$ cat config.mk
export PLATFORM = sky130hd
export DESIGN_NAME = gpio_irq_router
export DESIGN_NICKNAME = d
export VERILOG_FILES = /design/src/rtl/gpio_route_pkg.sv /design/src/rtl/gpio_route_decode.sv /design/src/rtl/gpio_route_regs.sv /design/src/rtl/gpio_route_combine.sv /design/src/rtl/gpio_irq_router.sv
export SDC_FILE = /design/constraint.sdc
export NUM_CORES = 1
export LEC_CHECK = 0
export BUFFER_PORTS_ARGS = -buffer_cell sky130_fd_sc_hd__buf_2
export CORE_UTILIZATION = 25
export DETAILED_ROUTE_END_ITERATION = 10
export REMOVE_ABC_BUFFERS = 1
export SLEW_MARGIN = 20
export SYNTH_ARGS = -nofsm -noshare
export SYNTH_HDL_FRONTEND = slang
export SYNTH_SLANG_ARGS = --single-unit
$ cat constraint.sdc
create_clock -name clk -period 2.2 [get_ports clk]
set_clock_uncertainty 0.2 [all_clocks]
set_input_delay 0.11 -clock clk [delete_from_list [all_inputs] [get_ports clk]]
set_output_delay 0.11 -clock clk [all_outputs]
set_load 0.01 [all_outputs]
$ cat src/rtl/gpio_route_pkg.sv
package gpio_route_pkg;
  // Register layout; offsets are byte addresses within the bank window.
  localparam int SEC_OFS     = 'h0C;
  localparam int WLOCK_BIT   = 28;
  localparam int RLOCK_BIT   = 27;
  localparam int ROUTE_BASE  = 'h14;
  localparam int PORT_STRIDE = 'h20;
  localparam int LINE_STRIDE = 4;
  localparam int STAT_BASE   = 'h100;
  localparam int STAT_STRIDE = 4;
  localparam int MAX_LINES   = PORT_STRIDE / LINE_STRIDE;
endpackage

$ cat src/rtl/gpio_route_decode.sv
module gpio_route_decode
  import gpio_route_pkg::*;
#(
  parameter int NUM_PORTS = 4,
  parameter int NUM_LINES = 8,
  parameter int ADDR_W    = 12
) (
  input  logic [ADDR_W-1:0]              addr_i,
  output logic                           sec_hit_o,
  output logic [NUM_PORTS*NUM_LINES-1:0] route_hit_o,
  output logic [NUM_PORTS-1:0]           stat_hit_o
);
  localparam logic [ADDR_W-1:0] SEC_A = ADDR_W'(SEC_OFS);

  assign sec_hit_o = (addr_i == SEC_A);

  for (genvar p = 0; p < NUM_PORTS; p++) begin : g_port
    for (genvar l = 0; l < NUM_LINES; l++) begin : g_line
      localparam logic [ADDR_W-1:0] RA =
        ADDR_W'(ROUTE_BASE + p*PORT_STRIDE + l*LINE_STRIDE);
      assign route_hit_o[p*NUM_LINES+l] = (addr_i == RA);
    end
    localparam logic [ADDR_W-1:0] SA = ADDR_W'(STAT_BASE + p*STAT_STRIDE);
    assign stat_hit_o[p] = (addr_i == SA);
  end


  always_comb begin
    decode_onehot_chk: assert ($onehot0({sec_hit_o, route_hit_o, stat_hit_o}));
  end
endmodule

$ cat src/rtl/gpio_route_regs.sv
module gpio_route_regs
  import gpio_route_pkg::*;
#(
  parameter int NUM_PORTS = 4,
  parameter int PINS      = 8,
  parameter int NUM_LINES = 8,
  parameter int DATA_W    = 32
) (
  input  logic                                clk,
  input  logic                                rst,
  input  logic                                wr_en_i,
  input  logic                                rd_en_i,
  input  logic [DATA_W-1:0]                   wdata_i,
  input  logic [NUM_PORTS*PINS-1:0]           pend_i,
  input  logic                                sec_hit_i,
  input  logic [NUM_PORTS*NUM_LINES-1:0]      route_hit_i,
  input  logic [NUM_PORTS-1:0]                stat_hit_i,
  output logic [NUM_PORTS*NUM_LINES*PINS-1:0] mask_o,
  output logic [DATA_W-1:0]                   rdata_o
);
  localparam int NUM_ROUTES = NUM_PORTS * NUM_LINES;

  logic [PINS-1:0]   mask_q [NUM_ROUTES];
  logic              wlock_q, rlock_q;
  logic [DATA_W-1:0] rd_val;
  logic [DATA_W-1:0] rdata_q;

  // One mask register per (port, line); writes blocked by the write-lock.
  for (genvar r = 0; r < NUM_ROUTES; r++) begin : g_route
    always_ff @(posedge clk) begin
      if (rst)
        mask_q[r] <= '0;
      else if (wr_en_i && route_hit_i[r] && !wlock_q)
        mask_q[r] <= wdata_i[PINS-1:0];
    end
    assign mask_o[r*PINS +: PINS] = mask_q[r];
  end

  // Locks are set-only until reset.
  always_ff @(posedge clk) begin
    if (rst) begin
      wlock_q <= 1'b0;
      rlock_q <= 1'b0;
    end else if (wr_en_i && sec_hit_i) begin
      wlock_q <= wlock_q | wdata_i[WLOCK_BIT];
      rlock_q <= rlock_q | wdata_i[RLOCK_BIT];
    end
  end

  always_comb begin
    rd_val = '0;
    if (sec_hit_i) begin
      rd_val[WLOCK_BIT] = wlock_q;
      rd_val[RLOCK_BIT] = rlock_q;
    end
    for (int r = 0; r < NUM_ROUTES; r++)
      if (route_hit_i[r] && !rlock_q)
        rd_val[PINS-1:0] = rd_val[PINS-1:0] | mask_q[r];
    for (int p = 0; p < NUM_PORTS; p++)
      if (stat_hit_i[p])
        rd_val[PINS-1:0] = rd_val[PINS-1:0] | pend_i[p*PINS +: PINS];
  end

  always_ff @(posedge clk) begin
    if (rst) rdata_q <= '0;
    else     rdata_q <= rd_en_i ? rd_val : '0;
  end
  assign rdata_o = rdata_q;


  route_frozen_chk: assert property (@(posedge clk) disable iff (rst)
    wlock_q |=> $stable(mask_o));

  wlock_sticky_chk: assert property (@(posedge clk) disable iff (rst)
    wlock_q |=> wlock_q);

  rlock_sticky_chk: assert property (@(posedge clk) disable iff (rst)
    rlock_q |=> rlock_q);

  read_hidden_chk: assert property (@(posedge clk) disable iff (rst)
    (rd_en_i && rlock_q && (|route_hit_i)) |=> (rdata_o == '0));

  unmapped_zero_chk: assert property (@(posedge clk) disable iff (rst)
    (rd_en_i && !sec_hit_i && (route_hit_i == '0) && (stat_hit_i == '0))
      |=> (rdata_o == '0));
endmodule

$ cat src/rtl/gpio_route_combine.sv
module gpio_route_combine #(
  parameter int NUM_PORTS = 4,
  parameter int PINS      = 8,
  parameter int NUM_LINES = 8
) (
  input  logic                                clk,
  input  logic                                rst,
  input  logic [NUM_PORTS*PINS-1:0]           pend_i,
  input  logic [NUM_PORTS*NUM_LINES*PINS-1:0] mask_i,
  output logic [NUM_LINES-1:0]                irq_o
);
  logic [NUM_LINES-1:0] hit;
  logic [NUM_LINES-1:0] irq_q;

  for (genvar l = 0; l < NUM_LINES; l++) begin : g_line
    logic [PINS-1:0] acc;
    always_comb begin
      acc = '0;
      for (int p = 0; p < NUM_PORTS; p++)
        acc = acc | (pend_i[p*PINS +: PINS] & mask_i[(p*NUM_LINES+l)*PINS +: PINS]);
    end
    assign hit[l] = |acc;
  end

  always_ff @(posedge clk) begin
    if (rst) irq_q <= '0;
    else     irq_q <= hit;
  end
  assign irq_o = irq_q;


  quiet_chk: assert property (@(posedge clk) disable iff (rst)
    (pend_i == '0) |=> (irq_q == '0));

  unrouted_chk: assert property (@(posedge clk) disable iff (rst)
    (mask_i == '0) |=> (irq_q == '0));
endmodule

$ cat src/rtl/gpio_irq_router.sv
module gpio_irq_router
  import gpio_route_pkg::*;
#(
  parameter int NUM_PORTS = 4,
  parameter int PINS      = 8,
  parameter int NUM_LINES = 8,
  parameter int ADDR_W    = 12,
  parameter int DATA_W    = 32
) (
  input  logic                      clk,
  input  logic                      rst,
  input  logic [NUM_PORTS*PINS-1:0] pend_i,
  input  logic                      bus_wr_i,
  input  logic                      bus_rd_i,
  input  logic [ADDR_W-1:0]         bus_addr_i,
  input  logic [DATA_W-1:0]         bus_wdata_i,
  output logic [DATA_W-1:0]         bus_rdata_o,
  output logic [NUM_LINES-1:0]      irq_o
);
  localparam int NUM_ROUTES = NUM_PORTS * NUM_LINES;
  localparam int MASK_W     = NUM_ROUTES * PINS;

  logic                  sec_hit;
  logic [NUM_ROUTES-1:0] route_hit;
  logic [NUM_PORTS-1:0]  stat_hit;
  logic [MASK_W-1:0]     mask_flat;

  gpio_route_decode #(
    .NUM_PORTS(NUM_PORTS), .NUM_LINES(NUM_LINES), .ADDR_W(ADDR_W)
  ) u_decode (
    .addr_i      (bus_addr_i),
    .sec_hit_o   (sec_hit),
    .route_hit_o (route_hit),
    .stat_hit_o  (stat_hit)
  );

  gpio_route_regs #(
    .NUM_PORTS(NUM_PORTS), .PINS(PINS), .NUM_LINES(NUM_LINES), .DATA_W(DATA_W)
  ) u_regs (
    .clk         (clk),
    .rst         (rst),
    .wr_en_i     (bus_wr_i),
    .rd_en_i     (bus_rd_i),
    .wdata_i     (bus_wdata_i),
    .pend_i      (pend_i),
    .sec_hit_i   (sec_hit),
    .route_hit_i (route_hit),
    .stat_hit_i  (stat_hit),
    .mask_o      (mask_flat),
    .rdata_o     (bus_rdata_o)
  );

  gpio_route_combine #(
    .NUM_PORTS(NUM_PORTS), .PINS(PINS), .NUM_LINES(NUM_LINES)
  ) u_combine (
    .clk    (clk),
    .rst    (rst),
    .pend_i (pend_i),
    .mask_i (mask_flat),
    .irq_o  (irq_o)
  );
endmodule

==> results.ini <==
[floorplanning]
placementRows = 88
core_region_area_um2 = 58200
die_h_um = 246
die_x_um = 246
dieArea_um2 = 60400
io_pins = 120
initial_core_util_pct = 25.5

[final_layout]
multi_input_area_um2 = 6280
final_nets = 1696
areaGrowthSynthToFinish_pct = 32.4
fin_area_um2 = 19700
fin_cells = 2411
regArea_um2 = 8090
final_core_util_pct = 33.8
drive_gt1_share_pct = 28.8
nFillCells = 5856

[clocking]
cts_buffers = 31
tritoncts = done
h-tree-depth = 1
cts_buffer_depth = 3
cts.sinks = 276
cts_root_buffer = clkbuf_16
worstSkewPairLatency_ns = 0.60
clkTransAtPathRegs_ns = 0.07

[placed_design]
placed_area_um2 = 18400
pre_cts_slack_ns = -0.450
placed_cells = 2335
port_buffers = 75
dp_hpwl_um = 60300
gp_routability_congestion = 1.09

[route]
route.detailed.drc = 0
vias = 13967
ant_nets = 0
via_per_inst = 5.79
drtIter0Drc = 2220
routed_wl_um = 82000
wl_per_cell_um = 34.0
first_pass_iters = 7

[synthesis]
yosysWarnings = 0
yosysTopAreaCell = edfxtp_1
netlist_instances = 1305
ys_top_cells_by_count = and2_1, edfxtp_1, a22oi_1
synth.distinct_cells = 71
ys.flop_type = edfxtp_1
syn-cell-area_um2 = 14900
yosysMostFrequentCell = and2_1
yosysSeqAreaShare_pct = 54.4
ys_ff_latch = 276
syn_area_per_cell_um2 = 11.4
yosysTopAreaCellShare_pct = 51.8
async_flop_share_pct = 0
synth_edf_count = 256
synth_area_leaders = edfxtp_1, and2_1, a22oi_1, a22o_1, dfxtp_1

[critical_path]
required_ns = 2.52
cp-start-kind = register
critPathArrivalTime_ns = 2.54
worstSetupPathType = reg -> reg
critical_path.max_fanout = 2
end_kind = register

[timing]
slew_headroom_pct = 46.1
worstMarginPinSlew_ns = 0.800
worst_slack_ns = -0.0245
timing.final.crit_share_pct = 101
rsz0062_at_grt = true
period_needed_ns = 2.22
hold_viol = 0
setup-violations-final = 2
max_freq_ghz = 0.450
holdWs_ns = 0.0539
finalMaxSlewViolations = 0

[grt]
grt_max_degree = 33
grt_pass1_vias = 13395
grt_overflow = 0
grt_pass1_wl_um = 111000
grt_usage_pct = 26.7
antenna_found_initial = 7

[power]
p_per_area_nw_per_um2 = 691
p_leak_nw = 7.48
irDropWorstVdd_mv = 0.494

[run]
cap_violations = 0

[worst_hold_path]
min_path_type = in -> reg

[outcome]
violations = negative setup slack
status = finished with violations

## final timing paths
| path | startpoint | endpoint | slack (ns) | cells after the start |
|---|---|---|---|---|
| setup / recovery | u_regs.mask_q[30][5] | u_regs.rdata_o[5] | -0.02 | 6 |
| hold / removal | bus_wdata_i[7] | u_regs.mask_q[10][7] | 0.05 | 3 |
| setup reg to reg | u_regs.mask_q[30][5] | u_regs.rdata_o[5] | -0.02 | 6 |
| hold reg to reg | u_regs.wlock_q | u_regs.rdata_o[28] | 0.31 | 1 |
## state kept, by name (all words and copies together), names as in the netlist
name / cells
u_regs.wlock_q: 1
u_regs.rlock_q: 1
u_regs.rdata_o: 10
u_regs.mask_q: 256
u_combine.irq_o: 8
## worst max-delay path, cell delays in order (launching register included)
cell      delay, ns
edfxtp_1       0.40
or4bb_1        0.49
a211oi_1       0.48
a311oi_1       0.10
nand4_1        0.16
o41ai_4        0.11
a31oi_1        0.20
## report_power, final
group	internal [mW]	switching (mW)	leakage [nW]
Combinational	0.658	1.10	4.37
Sequential	5.98	0.297	2.59
Clock	3.32	2.23	0.517
Total	9.96	3.63	7.48
## cell usage in the layout, fill, tap and decap left out, types with 23 or more instances in the layout
cell type,count
nand2_1,29
and2_1,259
a22oi_1,103
a221oi_1,37
a22o_1,47
clkbuf_16,31
nor2_1,68
buf_12,36
nand4_1,28
buf_2,75
buf_4,271
nor3_1,23
edfxtp_1,256
a21o_1,32
mux2i_1,28
## per-stage QoR
stage / power [mW] / setup TNS [ns]
final: 13.6 / -0.0399
after global routing: 13.8 / -1.02
after CTS: 13.5 / 0
after detailed placement: 8.02 / -17.12
after global placement: 8.02 / -18.48
after floorplan: 6.68 / -0.0138
## kinds of logic after synthesis
family,Yosys count,synth area share [%]
other cells,1,0.0252
compound gates,337,17.4
buf+inv,139,4.43
mux,49,3.86
simple gates,503,19.8
flops,276,54.4
## layout make-up
type	count	share of cell area (%)
clock inverter	19	1.29
sequential	276	41.1
antenna	5	0.0636
tap	765	4.87
clock buffer	39	4.15
multi-input combinational	911	31.9
timing repair buffer	394	16.5
inverter	2	0.0382
## layer usage
layer / part of all wire, % / wire, um / up-vias / GRT usage, %
met3: 12 / 10100 / 317 / 9.06
met2: 43 / 35100 / 1163 / 40.1
met5: 0.085 / 70 / - / 0
li1: - / - / 5615 / -
met4: 5.9 / 4800 / 10 / 13.8
met1: 39 / 31900 / 6862 / 33.8
## timing repair
item	in CTS	in global routing
gates resized for setup	3	7
setup endpoints to repair	3	32
pin swaps	1	1
endpoints found under the hold margin	29	0
hold buffers	12	0
buffers inserted	0	1
(Power assumes the default switching activity.)
